### config.mk
export PLATFORM = sky130hd
export DESIGN_NAME = alu16_core
export DESIGN_NICKNAME = d
export VERILOG_FILES = /design/src/rtl/alu16_pkg.sv /design/src/rtl/alu16_logic.sv /design/src/rtl/alu16_addsub.sv /design/src/rtl/alu16_shift.sv /design/src/rtl/alu16_muldiv.sv /design/src/rtl/alu16_core.sv
export SDC_FILE = /design/constraint.sdc
export NUM_CORES = 1
export LEC_CHECK = 0
export ABC_AREA = 1
export ABC_CLOCK_PERIOD_IN_PS = 123000
export BUFFER_PORTS_ARGS = -buffer_cell sky130_fd_sc_hd__buf_2
export CAP_MARGIN = 10
export CORE_MARGIN = 10
export CORE_UTILIZATION = 40
export DETAILED_ROUTE_END_ITERATION = 7
export PLACE_DENSITY = 0.63
export SYNTH_ARGS = -nofsm -noshare
export SYNTH_HDL_FRONTEND = slang
export SYNTH_SLANG_ARGS = --single-unit
### constraint.sdc
create_clock -name clk -period 123 [get_ports clk]
set_input_delay 18.45 -clock clk [delete_from_list [all_inputs] [get_ports clk]]
set_output_delay 18.45 -clock clk [all_outputs]
set_load 0.02 [all_outputs]
### src/rtl/alu16_pkg.sv
// Package: shared function codes, flag layout and operation grouping for
// the 16-bit ALU. Assumes a 5-bit function code; unlisted codes are idle.
package alu16_pkg;

    localparam int SEL_W = 5;

    typedef enum logic [SEL_W-1:0] {
        OP_AND    = 5'd0,
        OP_OR     = 5'd1,
        OP_XOR    = 5'd2,
        OP_NOTA   = 5'd3,
        OP_NAND   = 5'd4,
        OP_NOR    = 5'd5,
        OP_XNOR   = 5'd6,
        OP_PASSA  = 5'd7,
        OP_ADD    = 5'd8,
        OP_ADC    = 5'd9,
        OP_SUB    = 5'd10,
        OP_SBB    = 5'd11,
        OP_CMP    = 5'd12,
        OP_MUL    = 5'd14,
        OP_DIV    = 5'd15,
        OP_SHR    = 5'd16,
        OP_SHL    = 5'd17,
        OP_ROR    = 5'd18,
        OP_ROL    = 5'd19,
        OP_GRAY   = 5'd20,
        OP_UNGRAY = 5'd21
    } alu_op_e;

    typedef enum logic [2:0] {
        GRP_NONE,
        GRP_LOGIC,
        GRP_ARITH,
        GRP_SHIFT,
        GRP_MUL,
        GRP_DIV
    } alu_grp_e;

    typedef struct packed {
        logic dz;
        logic p;
        logic ac;
        logic z;
        logic s;
        logic v;
        logic c;
    } alu_flags_t;

    // Maps a function code onto the execution unit that serves it.
    function automatic alu_grp_e op_group(input logic [SEL_W-1:0] code);
        case (code)
            OP_AND, OP_OR, OP_XOR, OP_NOTA, OP_NAND, OP_NOR, OP_XNOR,
            OP_PASSA, OP_GRAY, OP_UNGRAY:      return GRP_LOGIC;
            OP_ADD, OP_ADC, OP_SUB, OP_SBB,
            OP_CMP:                            return GRP_ARITH;
            OP_SHR, OP_SHL, OP_ROR, OP_ROL:    return GRP_SHIFT;
            OP_MUL:                            return GRP_MUL;
            OP_DIV:                            return GRP_DIV;
            default:                           return GRP_NONE;
        endcase
    endfunction

endpackage

### src/rtl/alu16_logic.sv
// Module: bitwise logic and Gray-code conversion unit.
// Purely combinational; assumes the caller only uses the result for
// codes in the logic group.
module alu16_logic
    import alu16_pkg::*;
#(
    parameter int W = 16
) (
    input  logic [SEL_W-1:0] func_sel,
    input  logic [W-1:0]     opa,
    input  logic [W-1:0]     opb,
    output logic [W-1:0]     res
);

    logic [W-1:0] ungray;

    // Gray-to-binary: prefix xor running from the top bit downward.
    always_comb begin
        logic acc_bit;
        acc_bit = 1'b0;
        for (int i = W - 1; i >= 0; i--) begin
            acc_bit   = acc_bit ^ opa[i];
            ungray[i] = acc_bit;
        end
    end

    // Select the logic result for the requested code.
    always_comb begin
        case (func_sel)
            OP_AND:    res = opa & opb;
            OP_OR:     res = opa | opb;
            OP_XOR:    res = opa ^ opb;
            OP_NOTA:   res = ~opa;
            OP_NAND:   res = ~(opa & opb);
            OP_NOR:    res = ~(opa | opb);
            OP_XNOR:   res = ~(opa ^ opb);
            OP_PASSA:  res = opa;
            OP_GRAY:   res = opa ^ (opa >> 1);
            OP_UNGRAY: res = ungray;
            default:   res = '0;
        endcase
    end

endmodule

### src/rtl/alu16_addsub.sv
// Module: adder/subtractor with carry-in, carry, nibble carry and signed
// overflow outputs. Subtraction is A + ~B + ~borrow; carry out is
// reported as a borrow for subtraction.
module alu16_addsub #(
    parameter int W   = 16,
    parameter int NIB = 4
) (
    input  logic         is_sub,
    input  logic         use_cin,
    input  logic         cin,
    input  logic [W-1:0] opa,
    input  logic [W-1:0] opb,
    output logic [W-1:0] res,
    output logic         c_out,
    output logic         v_out,
    output logic         ac_out
);

    logic [W-1:0]   b_eff;
    logic           cin_eff;
    logic [W:0]     sum;
    logic [NIB:0]   nsum;

    // Form the effective second operand and carry for add or subtract.
    always_comb begin
        b_eff   = is_sub ? ~opb : opb;
        cin_eff = is_sub ? ~(use_cin & cin) : (use_cin & cin);
    end

    // Full-width and low-nibble sums.
    always_comb begin
        sum  = {1'b0, opa} + {1'b0, b_eff} + {{W{1'b0}}, cin_eff};
        nsum = {1'b0, opa[NIB-1:0]} + {1'b0, b_eff[NIB-1:0]} + {{NIB{1'b0}}, cin_eff};
    end

    // Result and flag outputs; carries invert to borrows when subtracting.
    always_comb begin
        res    = sum[W-1:0];
        c_out  = is_sub ? ~sum[W] : sum[W];
        ac_out = is_sub ? ~nsum[NIB] : nsum[NIB];
        v_out  = (opa[W-1] == b_eff[W-1]) && (sum[W-1] != opa[W-1]);
    end

endmodule

### src/rtl/alu16_shift.sv
// Module: one-bit shift and rotate unit whose carry path runs through the
// stored carry flag. Assumes only shift-group codes use its outputs.
module alu16_shift
    import alu16_pkg::*;
#(
    parameter int W = 16
) (
    input  logic [SEL_W-1:0] func_sel,
    input  logic [W-1:0]     opa,
    input  logic             cin,
    output logic [W-1:0]     res,
    output logic             c_out
);

    // Pick fill bit and outgoing bit for each direction.
    always_comb begin
        case (func_sel)
            OP_SHR: begin
                res   = {1'b0, opa[W-1:1]};
                c_out = opa[0];
            end
            OP_SHL: begin
                res   = {opa[W-2:0], 1'b0};
                c_out = opa[W-1];
            end
            OP_ROR: begin
                res   = {cin, opa[W-1:1]};
                c_out = opa[0];
            end
            OP_ROL: begin
                res   = {opa[W-2:0], cin};
                c_out = opa[W-1];
            end
            default: begin
                res   = opa;
                c_out = cin;
            end
        endcase
    end

endmodule

### src/rtl/alu16_muldiv.sv
// Module: unsigned multiplier and restoring divider, both combinational.
// The divider output is meaningless for a zero divisor; the caller must
// guard that case.
module alu16_muldiv #(
    parameter int W = 16
) (
    input  logic [W-1:0]   opa,
    input  logic [W-1:0]   opb,
    output logic [2*W-1:0] prod,
    output logic [W-1:0]   quo,
    output logic [W-1:0]   rem
);

    // Full-width unsigned product.
    always_comb begin
        prod = {{W{1'b0}}, opa} * {{W{1'b0}}, opb};
    end

    // Restoring division, one quotient bit per unrolled step, MSB first.
    always_comb begin
        logic [W:0] part;
        part = '0;
        quo  = '0;
        for (int i = W - 1; i >= 0; i--) begin
            part = {part[W-1:0], opa[i]};
            if (part >= {1'b0, opb}) begin
                part   = part - {1'b0, opb};
                quo[i] = 1'b1;
            end
        end
        rem = part[W-1:0];
    end

endmodule

### src/rtl/alu16_core.sv
// Module: top of the 16-bit ALU. Holds the low/high accumulators and the
// status flags, and loads them on a clock edge with start high.
// Assumes synchronous active-low reset and one operation per strobe.
module alu16_core
    import alu16_pkg::*;
#(
    parameter int W   = 16,
    parameter int NIB = 4
) (
    input  logic             clk,
    input  logic             rst_n,
    input  logic             start,
    input  logic [SEL_W-1:0] func_sel,
    input  logic [W-1:0]     opnd_a,
    input  logic [W-1:0]     opnd_b,
    output logic [W-1:0]     acc_lo,
    output logic [W-1:0]     acc_hi,
    output logic             flag_c,
    output logic             flag_v,
    output logic             flag_s,
    output logic             flag_z,
    output logic             flag_ac,
    output logic             flag_p,
    output logic             flag_dz
);

    alu_grp_e     grp;
    alu_flags_t   flags_q;
    alu_flags_t   flags_d;
    logic [W-1:0] lo_q, hi_q, lo_d, hi_d;

    logic [W-1:0]   logic_res;
    logic [W-1:0]   as_res;
    logic           as_c, as_v, as_ac;
    logic           as_sub, as_cin_en;
    logic [W-1:0]   sh_res;
    logic           sh_c;
    logic [2*W-1:0] md_prod;
    logic [W-1:0]   md_quo, md_rem;

    // Decode the operation group and the adder controls.
    always_comb begin
        grp       = op_group(func_sel);
        as_sub    = (func_sel == OP_SUB) || (func_sel == OP_SBB) || (func_sel == OP_CMP);
        as_cin_en = (func_sel == OP_ADC) || (func_sel == OP_SBB);
    end

    alu16_logic #(.W(W)) u_logic (
        .func_sel (func_sel),
        .opa      (opnd_a),
        .opb      (opnd_b),
        .res      (logic_res)
    );

    alu16_addsub #(.W(W), .NIB(NIB)) u_addsub (
        .is_sub   (as_sub),
        .use_cin  (as_cin_en),
        .cin      (flags_q.c),
        .opa      (opnd_a),
        .opb      (opnd_b),
        .res      (as_res),
        .c_out    (as_c),
        .v_out    (as_v),
        .ac_out   (as_ac)
    );

    alu16_shift #(.W(W)) u_shift (
        .func_sel (func_sel),
        .opa      (opnd_a),
        .cin      (flags_q.c),
        .res      (sh_res),
        .c_out    (sh_c)
    );

    alu16_muldiv #(.W(W)) u_muldiv (
        .opa      (opnd_a),
        .opb      (opnd_b),
        .prod     (md_prod),
        .quo      (md_quo),
        .rem      (md_rem)
    );

    // Compute next accumulator and flag values for the selected group.
    always_comb begin
        logic [W-1:0] res;
        logic         szp_en;
        lo_d    = lo_q;
        hi_d    = hi_q;
        flags_d = flags_q;
        res     = '0;
        szp_en  = 1'b0;
        case (grp)
            GRP_LOGIC: begin
                res        = logic_res;
                lo_d       = res;
                flags_d.c  = 1'b0;
                flags_d.v  = 1'b0;
                flags_d.ac = 1'b0;
                flags_d.dz = 1'b0;
                szp_en     = 1'b1;
            end
            GRP_ARITH: begin
                res        = as_res;
                if (func_sel != OP_CMP) begin
                    lo_d = res;
                end
                flags_d.c  = as_c;
                flags_d.v  = as_v;
                flags_d.ac = as_ac;
                flags_d.dz = 1'b0;
                szp_en     = 1'b1;
            end
            GRP_SHIFT: begin
                res        = sh_res;
                lo_d       = res;
                flags_d.c  = sh_c;
                flags_d.v  = 1'b0;
                flags_d.ac = 1'b0;
                flags_d.dz = 1'b0;
                szp_en     = 1'b1;
            end
            GRP_MUL: begin
                res        = md_prod[W-1:0];
                lo_d       = res;
                hi_d       = md_prod[2*W-1:W];
                flags_d.c  = |md_prod[2*W-1:W];
                flags_d.v  = |md_prod[2*W-1:W];
                flags_d.ac = 1'b0;
                flags_d.dz = 1'b0;
                szp_en     = 1'b1;
            end
            GRP_DIV: begin
                if (opnd_b == '0) begin
                    flags_d.dz = 1'b1;
                end else begin
                    res        = md_quo;
                    lo_d       = res;
                    hi_d       = md_rem;
                    flags_d.c  = 1'b0;
                    flags_d.v  = 1'b0;
                    flags_d.ac = 1'b0;
                    flags_d.dz = 1'b0;
                    szp_en     = 1'b1;
                end
            end
            default: begin
                szp_en = 1'b0;
            end
        endcase
        if (szp_en) begin
            flags_d.s = res[W-1];
            flags_d.z = (res == '0);
            flags_d.p = ~^res;
        end
    end

    // State registers: clear on reset, load only on a start strobe.
    always_ff @(posedge clk) begin
        if (!rst_n) begin
            lo_q    <= '0;
            hi_q    <= '0;
            flags_q <= '0;
        end else if (start) begin
            lo_q    <= lo_d;
            hi_q    <= hi_d;
            flags_q <= flags_d;
        end
    end

    // Drive the outputs from the registers.
    always_comb begin
        acc_lo  = lo_q;
        acc_hi  = hi_q;
        flag_c  = flags_q.c;
        flag_v  = flags_q.v;
        flag_s  = flags_q.s;
        flag_z  = flags_q.z;
        flag_ac = flags_q.ac;
        flag_p  = flags_q.p;
        flag_dz = flags_q.dz;
    end

endmodule

### Yosys cells after proc, flatten, opt, wreduce, memory -nomap -nowiden

Memory sizes are Yosys's and may differ from the RTL's.
Cells that the tools add are included.

* word-level logic and storage cells: 181
* bits in registers: 39
* memories: 1
* ROM bits: 96

Memory list
* (no name shown): words 32, bits a word 3, rd ports 1, clocked after Yosys merged registers in 0, write ports 0, RTL line alu16_pkg.sv:52 `case (code)`

* reductions and logical operators: 24
* multiply operators: 1
* bitwise logic cells: 28
* mux-type cells: 54
* $add $sub $neg: 20
* equality and inequality tests: 28
* order comparisons: 16

Operators by type and width (count)
* 2-to-1 mux 16 bit: 21
* greater-or-equal comparator 17 x 16 -> 1 bit: 15
* subtractor 16 bit: 15
* case mux 16 bit (10 select lines): 1
* case mux 16 bit (5 select lines): 2
* NOT 16 bit: 5
* case mux 16 bit (4 select lines): 1
* zero test 16 bit: 2
* multiplier 16 x 16 -> 32 bit: 1
* case mux 16 bit (2 select lines): 1
* equality test 5 bit, second input constant: 6
* 2-to-1 mux 1 bit: 22
* equality test 5 x 3 -> 1 bit, second input constant: 4
* equality test 5 x 4 -> 1 bit, second input constant: 4
* adder 16 x 16 -> 17 bit: 1
* adder 17 x 1 -> 17 bit: 1
* AND 16 bit: 1
* greater-or-equal comparator 1 x 16 -> 1 bit: 1
* OR 16 bit: 1
* OR reduction 16 bit: 1
* XNOR reduction 16 bit: 1
* subtractor 1 x 16 -> 16 bit: 1
* bitwise XOR 16 x 15 -> 16 bit: 1
* bitwise XOR 16 bit: 1
* other kinds (31): 61

### Logic depth before layout (Yosys ltp)

Gate-level depths: netlist (run 1).

* word-level depth: 35
* depth in mapped cells: 307
* mapped depth without buffers: 289

### By module

Synthesis (run 1) repeated with hierarchy kept, for this count alone.

* cells, all modules: 4450
* area total of the unflattened synthesis: 28726.3 um^2

Modules (own cells, without submodules)
* alu16_muldiv: instances 1, area an instance 21938.5 um^2, sequential area each 0.0 um^2, cells each 3305
* alu16_core: instances 1, area an instance 3168.0 um^2, sequential area each 780.7 um^2, cells each 533
* alu16_logic: instances 1, area an instance 2075.7 um^2, sequential area each 0.0 um^2, cells each 338
* alu16_addsub: instances 1, area an instance 1138.6 um^2, sequential area each 0.0 um^2, cells each 189
* alu16_shift: instances 1, area an instance 405.4 um^2, sequential area each 0.0 um^2, cells each 85

### Worst setup path after synthesis (run 1)

OpenSTA, ideal clock, no wires.

* kind: input to register
* start point: input opnd_a[15]
* end point: register flags_q (netlist bit flag_p)
* arrival time: 57.118 ns
* data required time: 122.869 ns
* setup slack: 65.751 ns
* stages on the path: 298
* buffers on the path: 21
* path through: clkbuf_1 > inv_1 > ha_1 > inv_1 > ha_1 > nand2_1 > nand2_1 > nand3_1 > o21ai_0 > inv_1 > ha_1 > nand2_1 > nor2_1 > nor2_1 > nor2_1 > nand3_1 > nand3_2 > nand2_1 > [... 262 more ...] > o21ai_0 > a21oi_1 > o21bai_1 > nand3_1 > nand2_1 > a21oi_1 > inv_1 > a21oi_1 > nor2_1 > nor2_1 > nand3_4 > buf_6 > a21oi_1 > ha_1 > xnor2_1 > xnor2_1 > xnor2_1 > a21oi_1

* word-level cells in the longest chain between the ends: 35
* elaborated cells on any way between the ends: 93
* those cells by class: add/sub (17); mul (1); order compare (16); mux (35); bitwise (23); reduce/logical (1)

Ends and longest elaborated chain
* from (decl): RTL line alu16_core.sv:14 `input logic [W-1:0] opnd_a,`
* subtractor 1 x 16 -> 16 bit / greater-or-equal comparator 1 x 16 -> 1 bit (equally long branches): RTL line alu16_muldiv.sv:27, alu16_muldiv.sv:26
* 2-to-1 mux 16 bit: RTL line alu16_muldiv.sv:26 `if (part >= {1'b0, opb}) begin`
* subtractor 16 bit / greater-or-equal comparator 17 x 16 -> 1 bit (equally long branches): RTL line alu16_muldiv.sv:27, alu16_muldiv.sv:26
* 2-to-1 mux 16 bit: RTL line alu16_muldiv.sv:26
* subtractor 16 bit / greater-or-equal comparator 17 x 16 -> 1 bit (equally long branches): RTL line alu16_muldiv.sv:27, alu16_muldiv.sv:26
* 2-to-1 mux 16 bit: RTL line alu16_muldiv.sv:26
* subtractor 16 bit / greater-or-equal comparator 17 x 16 -> 1 bit (equally long branches): RTL line alu16_muldiv.sv:27, alu16_muldiv.sv:26
* 2-to-1 mux 16 bit: RTL line alu16_muldiv.sv:26
* [... 19 more ...]
* 2-to-1 mux 16 bit: RTL line alu16_muldiv.sv:26
* subtractor 16 bit / greater-or-equal comparator 17 x 16 -> 1 bit (equally long branches): RTL line alu16_muldiv.sv:27, alu16_muldiv.sv:26
* 2-to-1 mux 16 bit: RTL line alu16_muldiv.sv:26
* greater-or-equal comparator 17 x 16 -> 1 bit: RTL line alu16_muldiv.sv:26
* 2-to-1 mux 1 bit: RTL line alu16_muldiv.sv:26
* 2-to-1 mux 16 bit: RTL line alu16_core.sv:133 `if (opnd_b == '0) begin`
* case mux 16 bit (5 select lines) *: RTL line alu16_core.sv:92 `case (grp)`
* XNOR reduction 16 bit *: RTL line alu16_core.sv:153 `flags_d.p = ~^res;`
* to (signal assigned): RTL line alu16_core.sv:166 `flags_q <= flags_d;`
* to (decl): RTL line alu16_core.sv:28 `alu_flags_t flags_q;`

Every way passes the cells marked *; elsewhere a longest branch is shown, timed or not.
A chain may end at the register's enable or synchronous reset.

### Worst setup path in the final report (run 1)

Same ends and word-level chain as after synthesis.

==> results.py, run 1 <==
metrics = {
    "critical_path": {
        "critical-path-top-delay-family": "compound AO/OA/AOI/OAI gates",
        "cp_num_buf_inv": 34,
        "worstSetupPathType": "in2reg",
        "crit_required_ns": 123.16,
        "cpMostUsedCell": "a21oi_1",
        "cp-startpoint": "opnd_a[15]",
        "start_kind": "input port",
        "worstPathArrival_ns": 63.64,
        "slowest_stage": "nor2_2",
        "cp-end-kind": "register",
        "slowest_delay_ns": 0.66,
        "crit_path_max_fanout": 29,
        "timing.rr.start": "flag_c",
    },
    "sta": {
        "finClkSkew_ns": 0.0103,
        "totalNegativeSetupSlack_ns": 0,
        "layout_min_cycle_time_ns": 63.49,
        "hold_viol": 0,
        "worst_slack_ns": 59.51,
        "rsz0062_at_grt": "false",
        "fmax_ghz": 0.0158,
        "final-setup-viol-count": 0,
        "period_share_pct": 51.6,
        "drv_slew": 0,
        "maxSlewHeadroom_pct": 40.7,
        "worst_slew_pin_slew_ns": 0.883,
    },
    "floorplan": {
        "dieArea_um2": 78900,
        "core_area_um2": 67300,
        "initial_core_util_pct": 40.5,
        "rows": 95,
        "io-pin-count": 79,
        "die_w_um": 281,
        "die_h_um": 281,
    },
    "clock_network": {
        "cts_setup_buffers": 0,
        "numCtsBuffers": 5,
        "cts_tree": "done",
        "hold_buffers": 0,
        "cts.clk_slew.worst_paths_ns": 0.07,
        "clock-sinks": 39,
        "post_cts_resized": 0,
        "clkLatencyLatePin_ns": 0.31,
        "root_buffer": "clkbuf_16",
        "cts_buffer_depth": 2,
        "htreeDepth": 2,
    },
    "global_route": {
        "grt_pass1_wl_um": 144000,
        "groute.usage.overall_pct": 22.9,
        "antenna_found_initial": 3,
        "grt.overflow.total": 0,
        "grt_max_degree": 34,
        "grt_pass1_vias": 26100,
    },
    "run_status": {
        "status": "finished clean",
    },
    "logic_synthesis": {
        "synth_ff_type": "dfxtp_1",
        "synthCells": 4152,
        "netlist_area_um2": 27200,
        "yosys_warnings": 0,
        "synth_seq_cells": 39,
        "syn-num-nets": 4818,
        "ys_seq_area_share_pct": 2.87,
        "synth_async_sr_flop_share_pct": 0,
        "ys_types": 59,
        "avgSynthCellArea_um2": 6.56,
        "synth_edf_count": 0,
    },
    "place": {
        "dp_hpwl_um": 70400,
        "place_area_um2": 28400,
        "post-place-ws_ns": 59.78,
        "io_buffer_count": 78,
        "place_congestion": 0.974,
    },
    "finish": {
        "layout_commonest_cell": "nand2_1",
        "fin_area_um2": 28600,
        "final_cell_mix": "907 x nand2_1, 802 x inv_1, 415 x ha_1, 320 x a21oi_1, 273 x o21ai_0",
        "nets": 4813,
        "final_layout_size_suffix_gt1_share_pct": 5.45,
        "syn2layout_area_growth_pct": 4.91,
    },
    "detailed_routing": {
        "drt-total-wl_um": 91700,
        "dr.pass1.iters": 6,
        "viasPerCell": 5.40,
        "drt_iter0_drc": 2207,
        "vias": 27100,
        "wl_per_cell_um": 18.3,
        "postRouteAntennaNets": 0,
        "remaining_drc_errors": 0,
    },
    "run": {
        "drv_cap": 0,
    },
    "hold_path": {
        "hold_path.class": "reg2reg",
        "min_from": "acc_hi[11]",
    },
}
kinds of logic (layout without fill, tap and decap cells):
logic type / count (synthesis) / count (layout) / share of synthesized area [%]
AO/OA/AOI/OAI: 834 / 834 / 17.6
XOR/XNOR: 260 / 260 / 8.36
adder cells (fa/ha/maj): 626 / 626 / 34.6
buffers and inverters: 951 / 946 / 13.6
flip-flops: 39 / 39 / 2.87
other: 0 / 1 / 0
AND/OR/NAND/NOR: 1442 / 1442 / 23.0
sequential cells by signal, summed over array words and instances, names as in the netlist:
name / cells
acc_hi: 16
flag_p: 1
flag_ac: 1
flag_z: 1
flag_v: 1
acc_lo: 16
flag_c: 1
flag_s: 1
flag_dz: 1
worst min-delay path, cell delays in order, from the launching register on:
cell and delay, ns:
dfxtp_1 0.31, nand2_1 0.06, a21oi_1 0.05
path summary, 6_finish.rpt:
path,end,slack [ns],cells past startpoint
worst min-delay path,acc_hi[11],0.47,2
worst max-delay path,flag_p,59.51,280
worst max register to register,flag_p,117.13,35
worst min register to register,acc_hi[11],0.47,2
metrics by stage:
stage / hold WS (ns) / std cells / utilization, %
after floorplan: 0.536 / 4152 / -
after global placement: 0.450 / 5013 / 42.2
after detailed placement: 0.454 / 5013 / 42.2
after CTS: 0.465 / 5020 / 42.5
after global routing: 0.485 / 5021 / 42.5
final: 0.465 / 5021 / 42.5
metal layers:
metal / part of all wire, % / wire length (um) / global-route usage (%) / vias to the layer above
met5: 0.014 / 13 / 0 / -
li1: - / - / - / 13300
met1: 44 / 40700 / 30.8 / 12700
met2: 45 / 41400 / 38.0 / 925
met3: 6.9 / 6290 / 2.19 / 158
met4: 3.6 / 3260 / 7.39 / 2
layout make-up:
cell class                      instances  area (um^2)
Sequential cell                        39          781
Multi-Input combinational cell       3162        22800
Clock buffer                            5          125
Inverter                              823         3090
Fill cell                            7206        38700
Timing Repair Buffer                  116          676
Clock inverter                          2         37.5
Tap cell                              873         1090
Antenna cell                            1         2.50
synthesized netlist by cell type, types with 9 or more instances:
| library cell | number | share of area [%] |
|---|---|---|
| nand2_1 | 907 | 13 |
| inv_1 | 802 | 11 |
| ha_1 | 415 | 19 |
| a21oi_1 | 321 | 5.9 |
| o21ai_0 | 273 | 5.0 |
| fa_1 | 211 | 16 |
| nor2_1 | 210 | 2.9 |
| xor2_1 | 176 | 5.7 |
| nand3_1 | 146 | 2.7 |
| xnor2_1 | 84 | 2.7 |
| clkbuf_1 | 76 | 1.0 |
| o21bai_1 | 46 | 1.3 |
| dfxtp_1 | 39 | 2.9 |
| nor3_1 | 38 | 0.70 |
| nand4_1 | 33 | 0.76 |
| buf_2 | 29 | 0.53 |
| o21ai_1 | 29 | 0.53 |
| o2111ai_1 | 19 | 0.61 |
| o22ai_1 | 18 | 0.41 |
| nand2_2 | 17 | 0.39 |
| inv_2 | 16 | 0.22 |
| o211ai_1 | 15 | 0.41 |
| or2_2 | 15 | 0.34 |
| a221o_1 | 13 | 0.48 |
| a221oi_1 | 13 | 0.42 |
| nand3_4 | 12 | 0.77 |
| nor2_2 | 12 | 0.28 |
| o31ai_1 | 12 | 0.33 |
| a211oi_1 | 11 | 0.30 |
| a21o_1 | 11 | 0.30 |
| nor4_1 | 11 | 0.25 |
| a31oi_1 | 10 | 0.23 |
| buf_1 | 9 | 0.12 |
| nand3_2 | 9 | 0.33 |
| o21a_1 | 9 | 0.25 |
Power of run 1 is not shown: default switching activity piles up to over one toggle a cycle in this logic, so the estimate is an artifact.
==> run 2, diff against run 1 <==
ABC_CLOCK_PERIOD_IN_PS = 65700   (was 123000)
clock period = 65.7 ns   (was 123 ns; I/O delays follow)
==> run 2 against run 1 <==
Non-clock buffer count up 1. Worst hold slack worse by 0.0016 ns. Utilization up 0.054 points. Final cell count about the same. Largest cell class unchanged. Critical path type unchanged. Clock skew down 0.0038 ns. Via count up 0.11%.
==> results.py, run 2 (synthesis results as in run 1) <==
metrics = {
    "run_status": {
        "status": "finished clean",
    },
    "critical_path": {
        "slowest_stage": "nor2_2",
        "slowest_delay_ns": 0.62,
        "worstPathArrival_ns": 55.16,
        "worstSetupPathType": "in2reg",
        "cp-end-kind": "register",
        "crit_path_max_fanout": 29,
        "start_kind": "input port",
        "cp_num_buf_inv": 32,
        "crit_required_ns": 65.86,
        "cpMostUsedCell": "a21oi_1",
        "critical-path-top-delay-family": "compound AO/OA/AOI/OAI gates",
    },
    "sta": {
        "layout_min_cycle_time_ns": 55.00,
        "fmax_ghz": 0.0182,
        "maxSlewHeadroom_pct": 41.5,
        "drv_slew": 0,
        "hold_viol": 0,
        "worst_slew_pin_slew_ns": 0.871,
        "period_share_pct": 83.7,
        "totalNegativeSetupSlack_ns": 0,
        "finClkSkew_ns": 0.00650,
        "final-setup-viol-count": 0,
        "rsz0062_at_grt": "false",
        "worst_slack_ns": 10.70,
    },
    "floorplan": {
        "rows": 95,
        "core_area_um2": 67300,
        "die_w_um": 281,
        "die_h_um": 281,
        "dieArea_um2": 78900,
        "initial_core_util_pct": 40.5,
        "io-pin-count": 79,
    },
    "detailed_routing": {
        "postRouteAntennaNets": 0,
        "drt-total-wl_um": 91600,
        "dr.pass1.iters": 6,
        "wl_per_cell_um": 18.2,
        "remaining_drc_errors": 0,
        "drt_iter0_drc": 2333,
        "viasPerCell": 5.40,
        "vias": 27100,
    },
    "finish": {
        "layout.cells.non_filler": 5024,
        "final_layout_size_suffix_gt1_share_pct": 5.47,
        "syn2layout_area_growth_pct": 5.05,
        "fillers": 7174,
        "final_cell_mix": "907 x nand2_1, 802 x inv_1, 415 x ha_1, 320 x a21oi_1, 273 x o21ai_0",
        "nets": 4814,
        "layout_commonest_cell": "nand2_1",
        "utilization_pct": 42.5,
    },
    "clock_network": {
        "numCtsBuffers": 5,
        "cts.clk_slew.worst_paths_ns": 0.07,
        "post_cts_resized": 0,
        "cts_tree": "done",
        "hold_buffers": 0,
        "cts_setup_buffers": 0,
        "clock-sinks": 39,
        "root_buffer": "clkbuf_16",
        "clkLatencyLatePin_ns": 0.31,
        "cts_buffer_depth": 2,
        "htreeDepth": 2,
    },
    "global_route": {
        "grt_pass1_vias": 26000,
        "grt_pass1_wl_um": 144000,
        "groute.usage.overall_pct": 22.9,
        "grt_max_degree": 34,
        "antenna_found_initial": 4,
        "grt.overflow.total": 0,
    },
    "place": {
        "io_buffer_count": 78,
        "place_congestion": 0.974,
        "post-place-ws_ns": 10.95,
        "dp_hpwl_um": 70200,
        "placedCellCount": 5014,
    },
    "run": {
        "drv_cap": 0,
    },
    "hold_path": {
        "hold_path.class": "reg2reg",
    },
}
==> run 2: final cells by class <==
class | instances | area [um^2] | area share, %
clock inverter | 2 | 60.1 | 0.210
inverter | 823 | 3090 | 10.8
tap | 873 | 1090 | 3.82
timing repair buffer | 117 | 683 | 2.39
multi-input combinational | 3162 | 22800 | 79.6
clock buffer | 6 | 129 | 0.451
sequential | 39 | 781 | 2.73
antenna | 2 | 5.00 | 0.0175
==> run 2: worst min-delay path, delay by kind of cell (launching register included) <==
family	cells	cell delay, ns
flops	1	0.31
simple gates	1	0.06
compound gates	1	0.05
==> run 2: metrics by stage <==
stage | hold slack (ns) | cell area (um^2)
final | 0.464 | 28600
after global routing | 0.485 | 28600
after CTS | 0.466 | 28600
after detailed placement | 0.455 | 28400
after global placement | 0.450 | 28400
after floorplan | 0.536 | 27200
==> run 2: path summary, 6_finish.rpt <==
path / from / end / slack (ns) / depth (start not counted)
worst min register to register: acc_hi[11] / acc_hi[11] / 0.46 / 2
worst max register to register: flag_c / flag_p / 59.81 / 35
worst min-delay path: acc_hi[11] / acc_hi[11] / 0.46 / 2
worst max-delay path: opnd_a[15] / flag_p / 10.70 / 278
==> run 2: routing by layer <==
layer / part of all wire (%) / GRT usage, %
met5: 0.020 / 0
met2: 45 / 37.7
met1: 44 / 30.9
met3: 7.1 / 2.21
met4: 3.4 / 7.35
Power of run 2 is left out for the same reason.
